File: src/rtl/dbgwin_pkg.sv
package dbgwin_pkg;

    localparam int ADDR_W  = 40;
    localparam int DATA_W  = 64;
    localparam int BE_W    = DATA_W / 8;
    localparam int DCODE_W = 8;
    localparam int RID_W   = 4;
    localparam int CMD_W   = 3;
    localparam int ATTR_W  = 2;

    typedef struct packed {
        logic              wr;
        logic [CMD_W-1:0]  cmd;
        logic [ATTR_W-1:0] attr;
        logic [BE_W-1:0]   be;
        logic [ADDR_W-1:0] addr;
    } areg_t;

    typedef struct packed {
        logic               mod;
        logic [RID_W-1:0]   rid;
        logic [DCODE_W-1:0] dcode;
        logic [DATA_W-1:0]  data;
    } dreg_t;

    localparam int AREG_W = $bits(areg_t);
    localparam int DREG_W = $bits(dreg_t);
    localparam int DBG_W  = (DREG_W > AREG_W) ? DREG_W : AREG_W;

    localparam logic [1:0] SEL_ADDR = 2'd0;
    localparam logic [1:0] SEL_DATA = 2'd1;
    localparam logic [1:0] SEL_CTRL = 2'd2;

    localparam int CTL_PEND = 0;
    localparam int CTL_EN   = 1;

    typedef enum logic [1:0] {ST_IDLE, ST_HOLD, ST_DONE} st_t;

    function automatic logic in_range(input logic [ADDR_W-1:0] a,
                                      input logic [ADDR_W-1:0] lo,
                                      input logic [ADDR_W-1:0] hi);
        return (a >= lo) && (a <= hi);
    endfunction

endpackage

File: src/rtl/dbgwin_decode.sv
module dbgwin_decode
    import dbgwin_pkg::*;
#(
    parameter logic [ADDR_W-1:0] WIN_BASE = 40'h00_1000_0000,
    parameter logic [ADDR_W-1:0] WIN_LAST = 40'h00_1001_FFFF
) (
    input  logic [ADDR_W-1:0] addr,
    output logic              hit
);
    always_comb hit = in_range(addr, WIN_BASE, WIN_LAST);
endmodule

File: src/rtl/dbgwin_ctrl.sv
module dbgwin_ctrl
    import dbgwin_pkg::*;
(
    input  logic       clk,
    input  logic       rst,
    input  logic       req_valid,
    input  logic       req_write,
    input  logic       win_hit,
    input  logic       dbg_we,
    input  logic [1:0] dbg_sel,
    input  logic [1:0] dbg_ctl_wr,
    output logic       claim,
    output logic       pend,
    output logic       en,
    output logic       bus_ready,
    output logic       rsp_valid
);
    st_t  st_q;
    logic pw_q;
    logic ctl_wr;

    always_comb begin
        ctl_wr    = dbg_we && (dbg_sel == SEL_CTRL);
        claim     = req_valid && win_hit && en && (st_q == ST_IDLE);
        bus_ready = (st_q == ST_DONE);
        rsp_valid = (st_q == ST_DONE) && !pw_q;
    end

    always_ff @(posedge clk) begin
        if (rst) begin
            st_q <= ST_IDLE;
            pend <= 1'b0;
            en   <= 1'b0;
            pw_q <= 1'b0;
        end else begin
            if (ctl_wr) en <= dbg_ctl_wr[CTL_EN];
            case (st_q)
                ST_IDLE: if (claim) begin
                    st_q <= ST_HOLD;
                    pend <= 1'b1;
                    pw_q <= req_write;
                end
                ST_HOLD: if (ctl_wr && !dbg_ctl_wr[CTL_PEND]) begin
                    st_q <= ST_DONE;
                    pend <= 1'b0;
                end
                default: st_q <= ST_IDLE;
            endcase
        end
    end
endmodule

File: src/rtl/dbgwin_store.sv
module dbgwin_store
    import dbgwin_pkg::*;
(
    input  logic             clk,
    input  logic             rst,
    input  logic             capture,
    input  logic             cap_write,
    input  areg_t            areq,
    input  dreg_t            dreq,
    input  logic             dbg_we,
    input  logic [1:0]       dbg_sel,
    input  logic [DBG_W-1:0] dbg_wdata,
    input  logic [1:0]       ctl_bits,
    output areg_t            areg_q,
    output dreg_t            dreg_q,
    output logic [DBG_W-1:0] dbg_rdata
);
    always_ff @(posedge clk) begin
        if (rst) begin
            areg_q <= '0;
            dreg_q <= '0;
        end else begin
            if (capture) areg_q <= areq;
            if (capture && cap_write)
                dreg_q <= dreq;
            else if (dbg_we && dbg_sel == SEL_DATA)
                dreg_q <= dreg_t'(dbg_wdata[DREG_W-1:0]);
        end
    end

    always_comb begin
        case (dbg_sel)
            SEL_ADDR: dbg_rdata = DBG_W'(areg_q);
            SEL_DATA: dbg_rdata = DBG_W'(dreg_q);
            SEL_CTRL: dbg_rdata = DBG_W'(ctl_bits);
            default:  dbg_rdata = '0;
        endcase
    end
endmodule

File: src/rtl/dbgwin_slave.sv
module dbgwin_slave
    import dbgwin_pkg::*;
#(
    parameter logic [ADDR_W-1:0] WIN_BASE = 40'h00_1000_0000,
    parameter logic [ADDR_W-1:0] WIN_LAST = 40'h00_1001_FFFF
) (
    input  logic               clk,
    input  logic               rst,
    input  logic               req_valid,
    input  logic               req_write,
    input  logic [ADDR_W-1:0]  req_addr,
    input  logic [CMD_W-1:0]   req_cmd,
    input  logic [ATTR_W-1:0]  req_attr,
    input  logic [BE_W-1:0]    req_be,
    input  logic [DATA_W-1:0]  req_wdata,
    input  logic [DCODE_W-1:0] req_dcode,
    input  logic [RID_W-1:0]   req_rid,
    input  logic               req_mod,
    output logic               req_claim,
    output logic               bus_ready,
    output logic               rsp_valid,
    output logic [DATA_W-1:0]  rsp_data,
    output logic [DCODE_W-1:0] rsp_dcode,
    output logic               rsp_mod,
    input  logic [1:0]         dbg_sel,
    input  logic               dbg_we,
    input  logic [DBG_W-1:0]   dbg_wdata,
    output logic [DBG_W-1:0]   dbg_rdata
);
    logic  win_hit;
    logic  pend_q;
    logic  en_q;
    areg_t areq;
    dreg_t dreq;
    areg_t areg_q;
    dreg_t dreg_q;

    always_comb begin
        areq = '{wr: req_write, cmd: req_cmd, attr: req_attr,
                 be: req_be, addr: req_addr};
        dreq = '{mod: req_mod, rid: req_rid, dcode: req_dcode,
                 data: req_wdata};
        rsp_data  = dreg_q.data;
        rsp_dcode = dreg_q.dcode;
        rsp_mod   = dreg_q.mod;
    end

    dbgwin_decode #(.WIN_BASE(WIN_BASE), .WIN_LAST(WIN_LAST)) u_dec (
        .addr (req_addr),
        .hit  (win_hit)
    );

    dbgwin_ctrl u_ctl (
        .clk        (clk),
        .rst        (rst),
        .req_valid  (req_valid),
        .req_write  (req_write),
        .win_hit    (win_hit),
        .dbg_we     (dbg_we),
        .dbg_sel    (dbg_sel),
        .dbg_ctl_wr (dbg_wdata[1:0]),
        .claim      (req_claim),
        .pend       (pend_q),
        .en         (en_q),
        .bus_ready  (bus_ready),
        .rsp_valid  (rsp_valid)
    );

    dbgwin_store u_st (
        .clk       (clk),
        .rst       (rst),
        .capture   (req_claim),
        .cap_write (req_write),
        .areq      (areq),
        .dreq      (dreq),
        .dbg_we    (dbg_we),
        .dbg_sel   (dbg_sel),
        .dbg_wdata (dbg_wdata),
        .ctl_bits  ({en_q, pend_q}),
        .areg_q    (areg_q),
        .dreg_q    (dreg_q),
        .dbg_rdata (dbg_rdata)
    );
endmodule

File: config.mk
export PLATFORM = sky130hd
export DESIGN_NAME = dbgwin_slave
export DESIGN_NICKNAME = d
export VERILOG_FILES = /design/src/rtl/dbgwin_pkg.sv /design/src/rtl/dbgwin_decode.sv /design/src/rtl/dbgwin_ctrl.sv /design/src/rtl/dbgwin_store.sv /design/src/rtl/dbgwin_slave.sv
export SDC_FILE = /design/constraint.sdc
export NUM_CORES = 1
export LEC_CHECK = 0
export BUFFER_PORTS_ARGS = -buffer_cell sky130_fd_sc_hd__buf_2
export CAP_MARGIN = 25
export CORE_AREA = 5 5 138 140
export DETAILED_ROUTE_END_ITERATION = 8
export DIE_AREA = 0 0 143 145
export PLACE_DENSITY = 0.76
export REMOVE_ABC_BUFFERS = 1
export SLEW_MARGIN = 20
export SYNTH_ARGS = -nofsm -noshare
export SYNTH_HDL_FRONTEND = slang
export SYNTH_SLANG_ARGS = --single-unit
File: constraint.sdc
create_clock -name clk -period 2.28 [get_ports clk]
set_input_delay 0 -clock clk [delete_from_list [all_inputs] [get_ports clk]]
set_output_delay 0 -clock clk [all_outputs]
set_load 0.05 [all_outputs]
==> impl_metrics.yaml <==
cts:
  clk_path_buf_depth: 2
  htreeDepth: 4
  cts-buffers-inserted: 17
  post-cts-setup-buffer-count: 0
  clk_latency_ns: 0.41
  clockRootBuffer: "clkbuf_16"
  clkTransAtPathRegs_ns: 0.06
  cts_tree: "yes"
  clkSinkCount: 135
drt:
  routed_wl_um: 29000
  vias: 8108
  viasPerCell: 5.48
  avgRoutedWirePerCell_um: 19.6
  drc: 0
  first_pass_iters: 5
  drt_iter0_drc: 403
  ant_nets: 0
setup_path:
  worst-path-max-fanout: 27
  critPathRequiredTime_ns: 2.28
  r2r_start: "u_ctl.st_q[1]"
  worstReg2RegEnd: "u_st.areg_q[15]"
  end_kind: "output pin"
  rr_worst_depth: 5
  reg2reg_slack_ns: 0.46
  cp-start-kind: "flop"
  worst-setup-path-type: "reg -> out"
  cp.arrival_ns: 2.13
yosys:
  syn_inst: 801
  synth_compound_area_frac: 0.0808
  synth_area_um2: 7660
  avgSynthCellArea_um2: 9.57
  seq_area_frac_synth: 0.353
  synth-adder-area-share: 0
  synth_top_family_by_area: "simple AND/OR/NAND/NOR gates"
  ys_ff_latch: 135
  synth_simple_gate_area_share: 0.230
  synth-xor-area-share: 0
  yosysWarnings: 0
  synth_cell_types: 32
  synth.mux.area_fraction: 0.210
pwr:
  ir_drop_mv: 0.473
  power.total_uw: 6250
  p_sw_uw: 1650
  switching_share: 0.263
  p_int_uw: 4600
  p_leak_uw: 0.00558
  power_frac_comb: 0.175
  power_density_nw_per_um2: 542
  clock_power_share: 0.433
  power_frac_seq: 0.391
die:
  die_h_um: 145
  pin_count: 367
  die_w_um: 143
  rows: 49
  die_area_um2: 20700
  start_util: 0.433
  core_um2: 17700
timing:
  finalCritPeriodShare: 0.932
  slew_headroom: 0.600
  achievable-frequency_ghz: 0.471
  fin_skew_ns: 0.00723
  hold_violations: 0
  tightest_slew_ns: 0.600
  rsz0062_at_grt: "no"
  setup_viol: 0
  min_period_ns: 2.13
  hold-worst-slack_ns: 0.0639
  maxSlewViolCount: 0
global_route:
  grt_pass1_vias: 8363
  gr-usage-met3: 0.0671
  grt_pass1_wl_um: 44400
  grt_busiest_layer: "met2"
  grt_util_met1: 0.297
  use_met2: 0.453
  antenna_found_initial: 3
  grt_overflow: 0
  grt_max_degree: 89
  grt_usage: 0.266
job:
  cap_violations: 0
cells_and_area:
  final_area_um2: 11500
  syn2layout_area_growth_pct: 50.4
  drive_gt1_frac: 0.344
  fill_cells: 1333
  fin_nets: 1449
hold_path:
  hold_depth: 3
  hold_class: "in -> reg"
  worstHoldEndpoint: "u_ctl.st_q[0]"
  min-delay-start: "req_addr[21]"
placement:
  portBuffers: 366
  gp_congestion: 0.845
  post-dp-hpwl_um: 17100
  placed_area_um2: 9060
status:
  status: "complete, no violations"
[cells in the final DEF (no fill, tap or decap), types with 3 or more instances in the layout]
master         count
buf_2            363
dlygate4sd3_1    185
mux2i_1          161
dfxtp_1          135
nand4b_1          77
o31ai_1           77
nand2b_1          61
nor2_1            53
and2_1            23
nor3b_1           22
clkbuf_16         17
buf_4             13
nand2_1            6
buf_12             6
clkinv_2           5
a21oi_1            4
nor2b_1            4
o21ai_0            3
nor4_2             3
[sequential cells by signal, indices dropped and copies added (netlist names)]
register     count
u_ctl.en         1
u_ctl.pend       1
u_ctl.st_q       2
u_st.areg_q     54
u_st.dreg_q     77
[Yosys cell counts, drive strengths merged]
library cell	n	area (um2)
or2	1	6.26
o21ai	3	15.0
o22ai	1	6.26
dfxtp	135	2700
nor4b	4	41.3
nand2	7	26.3
mux2i	161	1610
nand4b	77	674
nor2b	5	31.3
and4	1	8.76
and3	1	6.26
a21oi	4	20.0
nand3	1	5.00
nor3b	22	165
clkbuf	49	184
or4	1	7.51
buf	105	763
o31ai	77	578
or4b	1	10.0
nand4	1	6.26
inv	2	20.0
nor4	3	37.5
nand3b	1	7.51
and2	24	150
nand2b	61	382
nor2	53	199
[routing by layer]
metal | vias up | routed length (um)
met5 | - | 7
met4 | 2 | 1720
met3 | 122 | 2540
met2 | 517 | 14100
met1 | 3788 | 10700
li1 | 3679 | -
[timing repair]
item / 4_1_cts / 5_1_grt
hold endpoints to repair: 110 / 0
hold buffers: 185 / 0
resized for setup: 4 / 1
pin swaps: 1 / 0
setup endpoints to repair: 1 / 1
cloned: 1 / 0
[through the flow]
stage	util	setup slack [ns]	cells	TNS (ns)
2_1_floorplan	-	-1.71	647	-131.88
3_3_place_gp	0.511	0.156	1259	0
3_5_place_dp	0.511	0.177	1259	0
4_1_cts	0.650	0.0427	1477	0
5_1_grt	0.651	0.0271	1479	0
6_report	0.651	0.155	1479	0
[cell families after synthesis]
group           Yosys count
compound gates           85
simple gates            264
buf+inv                 156
mux                     161
flops                   135
[worst max-delay path by stage]
stage                  startpoint             end  slack, ns
floorplan           u_ctl.st_q[1]  u_st.dreg_q[0]      -1.71
global placement    u_ctl.st_q[1]       req_claim       0.16
detailed placement  u_ctl.st_q[1]       req_claim       0.18
CTS                 u_ctl.st_q[1]       req_claim       0.04
global route        u_ctl.st_q[1]       req_claim       0.03
finish              u_ctl.st_q[1]       req_claim       0.15
[critical path, stage by stage (launching register included)]
cell     delay [ns]
dfxtp_1        0.33
nor4b_2        0.29
nand2_1        0.07
or4_4          0.56
inv_16         0.20
buf_4          0.24
[power groups by stage]
stage	Clock (uW)	Combinational (uW)	Sequential, uW
after CTS	2760	1060	2440
after floorplan	0	271	2640
final	2710	1090	2450
after global placement	0	806	2490
after detailed placement	0	812	2500
after global routing	2880	1150	2450
[final cells by class]
| class | instances | area, um2 | area share |
|---|---|---|---|
| antenna | 2 | 5.00 | 0.000434 |
| clock buffer | 20 | 457 | 0.0396 |
| clock inverter | 12 | 126 | 0.0110 |
| inverter | 2 | 23.8 | 0.00206 |
| multi-input combinational | 510 | 4020 | 0.349 |
| sequential | 135 | 2700 | 0.234 |
| tap | 229 | 287 | 0.0249 |
| timing repair buffer | 568 | 3900 | 0.338 |
| timing repair inverter | 1 | 8.76 | 0.000760 |
(Power assumes the default switching activity.)
